===== src/rtl/exc_flush_pkg.sv =====
package exc_flush_pkg;
  localparam int unsigned NSTAGE  = 5;
  localparam int unsigned SW      = $clog2(NSTAGE);
  localparam int unsigned MEM_STG = 3;
  localparam int unsigned WB_STG  = NSTAGE - 1;

  typedef logic [SW-1:0] stg_t;
endpackage


===== src/rtl/exc_oldest_pick.sv =====
module exc_oldest_pick
  import exc_flush_pkg::*;
(
  input  logic [NSTAGE-1:0] req_i,
  output logic              found_o,
  output stg_t              idx_o
);
  // ascending scan: the last hit is the deepest stage
  always_comb begin
    found_o = 1'b0;
    idx_o   = '0;
    for (int s = 0; s < NSTAGE; s++) begin
      if (req_i[s]) begin
        found_o = 1'b1;
        idx_o   = stg_t'(s);
      end
    end
  end
endmodule


===== src/rtl/exc_valid_pipe.sv =====
module exc_valid_pipe
  import exc_flush_pkg::*;
(
  input  logic              clk_i,
  input  logic              rst_ni,
  input  logic              fetch_valid_i,
  input  logic              kill_en_i,
  input  stg_t              kill_stg_i,
  output logic [NSTAGE-1:0] valid_o
);
  logic [NSTAGE-1:0] valid_d, valid_q;

  assign valid_d[0] = fetch_valid_i & ~kill_en_i;

  for (genvar s = 1; s < NSTAGE; s++) begin : g_shift
    // stage s-1 survives only if it is not younger than the tracked one
    assign valid_d[s] = valid_q[s-1] & ~(kill_en_i && (stg_t'(s-1) < kill_stg_i));
  end

  always_ff @(posedge clk_i or negedge rst_ni) begin
    if (!rst_ni) valid_q <= '0;
    else         valid_q <= valid_d;
  end

  assign valid_o = valid_q;
endmodule


===== src/rtl/exc_track.sv =====
module exc_track
  import exc_flush_pkg::*;
#(
  parameter int unsigned PC_W    = 32,
  parameter int unsigned CAUSE_W = 4
) (
  input  logic               clk_i,
  input  logic               rst_ni,
  input  logic               new_v_i,
  input  stg_t               new_stg_i,
  input  logic [PC_W-1:0]    new_pc_i,
  input  logic [CAUSE_W-1:0] new_cause_i,
  output logic               eff_v_o,
  output stg_t               eff_stg_o,
  output logic               pend_v_o,
  output stg_t               pend_stg_o,
  output logic               redirect_o,
  output logic [PC_W-1:0]    epc_o,
  output logic [CAUSE_W-1:0] cause_o
);
  logic               pend_v_q;
  stg_t               pend_stg_q;
  logic [PC_W-1:0]    pend_pc_q, epc_q, eff_pc;
  logic [CAUSE_W-1:0] pend_cause_q, cause_q, eff_cause;
  logic               take_new, commit, redirect_q;

  // strictly older only: a repeat flag by the tracked instruction keeps its first record
  assign take_new  = new_v_i && (!pend_v_q || (new_stg_i > pend_stg_q));
  assign eff_v_o   = new_v_i | pend_v_q;
  assign eff_stg_o = take_new ? new_stg_i   : pend_stg_q;
  assign eff_pc    = take_new ? new_pc_i    : pend_pc_q;
  assign eff_cause = take_new ? new_cause_i : pend_cause_q;
  assign commit    = eff_v_o && (eff_stg_o == stg_t'(WB_STG));

  always_ff @(posedge clk_i or negedge rst_ni) begin
    if (!rst_ni) begin
      pend_v_q     <= 1'b0;
      pend_stg_q   <= '0;
      pend_pc_q    <= '0;
      pend_cause_q <= '0;
      epc_q        <= '0;
      cause_q      <= '0;
      redirect_q   <= 1'b0;
    end else begin
      redirect_q <= commit;
      if (commit) begin
        pend_v_q <= 1'b0;
        epc_q    <= eff_pc;
        cause_q  <= eff_cause;
      end else if (eff_v_o) begin
        pend_v_q     <= 1'b1;
        pend_stg_q   <= eff_stg_o + stg_t'(1);
        pend_pc_q    <= eff_pc;
        pend_cause_q <= eff_cause;
      end
    end
  end

  assign pend_v_o   = pend_v_q;
  assign pend_stg_o = pend_stg_q;
  assign redirect_o = redirect_q;
  assign epc_o      = epc_q;
  assign cause_o    = cause_q;

  assert_epc_hold_R7: assert property (@(posedge clk_i) disable iff (!rst_ni)
    !$stable(epc_o) |-> redirect_o);
  assert_redirect_pulse_R7: assert property (@(posedge clk_i) disable iff (!rst_ni)
    redirect_o |=> !redirect_o);
endmodule


===== src/rtl/exc_flush_ctrl.sv =====
module exc_flush_ctrl
  import exc_flush_pkg::*;
#(
  parameter int unsigned PC_W       = 32,
  parameter int unsigned CAUSE_W    = 4,
  parameter logic [PC_W-1:0] HANDLER_PC = 32'h0000_0180
) (
  input  logic                      clk_i,
  input  logic                      rst_ni,
  input  logic                      fetch_valid_i,
  input  logic [NSTAGE-1:0]         exc_i,
  input  logic [NSTAGE*CAUSE_W-1:0] exc_cause_i,
  input  logic [NSTAGE*PC_W-1:0]    stage_pc_i,
  input  logic                      rf_we_i,
  input  logic                      mem_we_i,
  output logic [NSTAGE-1:0]         stage_valid_o,
  output logic                      rf_we_o,
  output logic                      mem_we_o,
  output logic                      redirect_o,
  output logic [PC_W-1:0]           redirect_pc_o,
  output logic [PC_W-1:0]           epc_o,
  output logic [CAUSE_W-1:0]        cause_o
);
  logic [NSTAGE-1:0] valid, pend_lo_mask;
  logic              new_v, eff_v, pend_v;
  stg_t              new_stg, eff_stg, pend_stg;

  exc_oldest_pick u_pick (
    .req_i   (exc_i & valid),
    .found_o (new_v),
    .idx_o   (new_stg)
  );

  exc_track #(.PC_W(PC_W), .CAUSE_W(CAUSE_W)) u_track (
    .clk_i       (clk_i),
    .rst_ni      (rst_ni),
    .new_v_i     (new_v),
    .new_stg_i   (new_stg),
    .new_pc_i    (stage_pc_i[new_stg*PC_W +: PC_W]),
    .new_cause_i (exc_cause_i[new_stg*CAUSE_W +: CAUSE_W]),
    .eff_v_o     (eff_v),
    .eff_stg_o   (eff_stg),
    .pend_v_o    (pend_v),
    .pend_stg_o  (pend_stg),
    .redirect_o  (redirect_o),
    .epc_o       (epc_o),
    .cause_o     (cause_o)
  );

  exc_valid_pipe u_vpipe (
    .clk_i         (clk_i),
    .rst_ni        (rst_ni),
    .fetch_valid_i (fetch_valid_i),
    .kill_en_i     (eff_v),
    .kill_stg_i    (eff_stg),
    .valid_o       (valid)
  );

  assign rf_we_o  = rf_we_i  & valid[WB_STG]
                  & ~(eff_v && (eff_stg == stg_t'(WB_STG)));
  assign mem_we_o = mem_we_i & valid[MEM_STG]
                  & ~(eff_v && (eff_stg >= stg_t'(MEM_STG)));

  assign stage_valid_o = valid;
  assign redirect_pc_o = HANDLER_PC;

  always_comb begin
    for (int s = 0; s < NSTAGE; s++) pend_lo_mask[s] = (stg_t'(s) < pend_stg);
  end

  assert_younger_clear_R3: assert property (@(posedge clk_i) disable iff (!rst_ni)
    pend_v |-> ((valid & pend_lo_mask) == '0));
  assert_tracked_valid_R3: assert property (@(posedge clk_i) disable iff (!rst_ni)
    pend_v |-> valid[pend_stg]);
  assert_redirect_empty_R7: assert property (@(posedge clk_i) disable iff (!rst_ni)
    redirect_o |-> (valid == '0));
  assert_rf_block_R8: assert property (@(posedge clk_i) disable iff (!rst_ni)
    (pend_v && pend_stg == stg_t'(WB_STG)) |-> !rf_we_o);
  assert_mem_block_R9: assert property (@(posedge clk_i) disable iff (!rst_ni)
    (pend_v && pend_stg >= stg_t'(MEM_STG)) |-> !mem_we_o);
endmodule


===== config.mk =====
export PLATFORM = sky130hd
export DESIGN_NAME = exc_flush_ctrl
export DESIGN_NICKNAME = d
export VERILOG_FILES = /design/src/rtl/exc_flush_pkg.sv /design/src/rtl/exc_oldest_pick.sv /design/src/rtl/exc_valid_pipe.sv /design/src/rtl/exc_track.sv /design/src/rtl/exc_flush_ctrl.sv
export SDC_FILE = /design/constraint.sdc
export NUM_CORES = 1
export LEC_CHECK = 0
export BUFFER_PORTS_ARGS = -buffer_cell sky130_fd_sc_hd__buf_4
export CORE_MARGIN = 10
export CORE_UTILIZATION = 47
export CTS_CLUSTER_DIAMETER = 30
export DETAILED_ROUTE_END_ITERATION = 8
export PLACE_DENSITY = 0.81
export SETUP_SLACK_MARGIN = 0.1
export SLEW_MARGIN = 10
export SYNTH_ARGS = -nofsm -noshare
export SYNTH_HDL_FRONTEND = slang
export SYNTH_SLANG_ARGS = --single-unit

===== constraint.sdc =====
create_clock -name clk_i -period 4.8 [get_ports clk_i]
set_input_delay 0.48 -clock clk_i [delete_from_list [all_inputs] [get_ports clk_i]]
set_output_delay 0.48 -clock clk_i [all_outputs]
set_load 0.02 [all_outputs]

==> impl_metrics.toml <==
[cts]
h-tree-depth = 3
cts_tree = "built"
clock_sinks = 82
clock-root-buffer = "clkbuf_16"
cts_setup_buffers = 0
numCtsBuffers = 9
worstSkewPairLatency_ps = 330
cts_buffer_depth = 2
clkTransAtPathRegs_ps = 60

[synthesis]
yosysUniqueCellTypes = 47
synth_simple_gate_area_frac = 0.0829
synth_edf_count = 0
synthMuxAreaShare = 0.203
synthArstFlopShare = 1.00
synth_ff_type = "dfrtp_1"
synth_top_family_by_area = "compound AO/OA/AOI/OAI gates"
synth_compound_area_frac = 0.247
syn_inst = 558
avgSynthCellArea_um2 = 9.95
synth-adder-area-share = 0.00676
synth_warnings = 0
ys_ff_latch = 82
synth_area_um2 = 5550
ys_seq_area_frac = 0.369
synth_xor_xnor_area_share = 0.00158

[pwr]
p_comb_frac = 0.605
power_density_nw_per_um2 = 650
p_sw_frac = 0.406
p_seq_frac = 0.256
clkPwrFrac = 0.139
intPower_mw = 2.92
switchingPower_mw = 1.99
leakage_nw = 3.60
ir_worst_vdd_v = 0.000299

[setup_path]
required_ps = 4320
startpoint_type = "primary input"
slowest_delay_ps = 540
path_cells = "buf_4 > nand2_1 > inv_2 > nor2_1 > buf_4 > ha_1 > and3_1 > o21a_1 > o31ai_1 > o31ai_1 > buf_4 > or3_4 > and3_1 > buf_4"
cpMaxStageDelayCell = "or3_4"
critPathCaptureType = "output pin"
critPathBufInv = 5
crit_type = "in -> out"
worstPathArrival_ps = 3840
critPathMostFrequentCell = "buf_4"
cp_top_family = "simple AND/OR/NAND/NOR gates"
r2r_slack_ps = 920
cp_max_fo = 21

[sta]
tightest_slew_ps = 1170
skew_ps = 7.77
slew_headroom = 0.221
rsz0062_at_grt = "no"
timing.fmax_mhz = 231
setup_viol = 0
hold_viol = 0
setup_tns_ps = 0
fin_crit_ps = 4320
holdWs_ps = 303
slew_violations = 0
finalCritPeriodShare = 0.900
setup_ws_ps = 478

[place]
gp_congestion = 0.892
dp_hpwl_um = 15100
dp.cells = 896
dp_slack_ps = 152
portBuffers = 233

[grt]
antenna_found_initial = 0
grt_pass1_vias = 5911
grt.total_usage = 0.237
grt_overflow_total = 0
grt_pass1_wl_um = 31500
grt_max_degree = 83

[die]
core_area_um2 = 11500
dieArea_um2 = 16600
initial_utilization = 0.482
fp.dieW_um = 129
rows = 39
die_h_um = 129
ios = 266

[cells_and_area]
layout_common_cells = "buf_4 (248), dfrtp_1 (82), mux2_2 (74), nand2_1 (50), conb_1 (32)"
mostFrequentLayoutCell = "buf_4"
nNetsFinal = 957
multi_input_area_um2 = 3150
antenna_cells = 0
area_growth_pct = 35.9
fillCellCount = 929
layout.cells.non_filler = 911
register_area_um2 = 2050
final_layout_size_suffix_gt1_frac = 0.477
final_core_util = 0.656

[drt]
wirelength_um = 20700
wl_per_cell_um = 22.7
ant_nets = 0
viasPerCell = 6.08
drt_iter0_markers = 448
drc = 0
num_vias = 5538
drtPass1Iterations = 5

[hold_path]
hold_class = "in -> async"

[status]
outcome = "completed"

[run]
drv_cap = 0
==> layout make-up <==
type,instances,share of cell area
Multi-Input combinational cell,418,0.417
Sequential cell,82,0.272
Timing Repair Buffer,248,0.247
Clock buffer,12,0.0326
Tap cell,143,0.0237
Clock inverter,3,0.00530
Inverter,5,0.00249
==> power groups by stage <==
stage               clock network, mW  registers, mW  logic, mW
floorplan                           0           1.41       1.90
global placement                    0           1.24       2.86
detailed placement                  0           1.26       2.97
CTS                             0.692           1.25       2.97
global route                    0.714           1.29       3.22
finish                          0.681           1.26       2.97
==> flip-flops by register name, summed over array words and instances (netlist names) <==
signal / count
u_vpipe.valid_o: 5
u_track.pend_v_o: 1
u_track.epc_o: 32
u_track.pend_stg_o: 3
u_track.cause_o: 4
u_track.redirect_o: 1
u_track.pend_pc_q: 32
u_track.pend_cause_q: 4
==> cell families (layout without fill, tap and decap cells) <==
| logic type | after synthesis | in the layout |
|---|---|---|
| other | 2 | 32 |
| muxes | 94 | 94 |
| adders and majority gates | 3 | 3 |
| and+or+nand+nor | 101 | 101 |
| AOI/OAI and AO/OA | 187 | 187 |
| xor gates and xnor gates | 1 | 1 |
| buffers and inverters | 88 | 268 |
| DFF | 82 | 82 |
==> timing repair <==
item | in CTS | in global routing
hold buffers | 0 | 0
setup endpoints to repair | 0 | 1
resized for setup | 0 | 2
==> through the flow <==
stage               total power, mW  instance area, um2
floorplan                      3.31                5670
global placement               4.10                7250
detailed placement             4.22                7250
CTS                            4.92                7540
global route                   5.23                7550
finish                         4.91                7550
==> layer usage <==
| layer | global-route usage | wire, um | vias up |
|---|---|---|---|
| met5 | 0 | 0 | - |
| met1 | 0.255 | 7650 | 2668 |
| met2 | 0.415 | 9970 | 347 |
| met3 | 0.0850 | 2470 | 32 |
| met4 | 0.0963 | 583 | 0 |
| li1 | - | - | 2491 |
==> cell usage after synthesis (all sizes together) (9+ instances only) <==
| master | number | share of area |
|---|---|---|
| nand2 | 51 | 0.034 |
| clkbuf | 34 | 0.023 |
| nor2 | 17 | 0.011 |
| a21oi | 29 | 0.026 |
| o221ai | 25 | 0.039 |
| dfrtp | 82 | 0.37 |
| mux2 | 93 | 0.20 |
| a22oi | 21 | 0.031 |
| and3 | 9 | 0.010 |
| o211ai | 20 | 0.027 |
| a31oi | 26 | 0.032 |
| a221oi | 10 | 0.016 |
| buf | 49 | 0.061 |
| o31ai | 23 | 0.031 |
| o21ai | 10 | 0.0090 |
==> worst paths after layout <==
path                                    startpoint  depth (start not counted)                 endpoint
setup / recovery                          exc_i[4]                         14                  rf_we_o
min in group clk_i                   fetch_valid_i                          2       u_vpipe.valid_o[0]
max in group asynchronous                   rst_ni                          1    u_track.pend_pc_q[11]
hold reg to reg            u_track.pend_cause_q[2]                          2  u_track.pend_cause_q[2]
hold / removal                              rst_ni                          1    u_track.pend_pc_q[28]
setup reg to reg                u_vpipe.valid_o[2]                         13        u_track.epc_o[23]
Power figures use the tool's default switching activity.
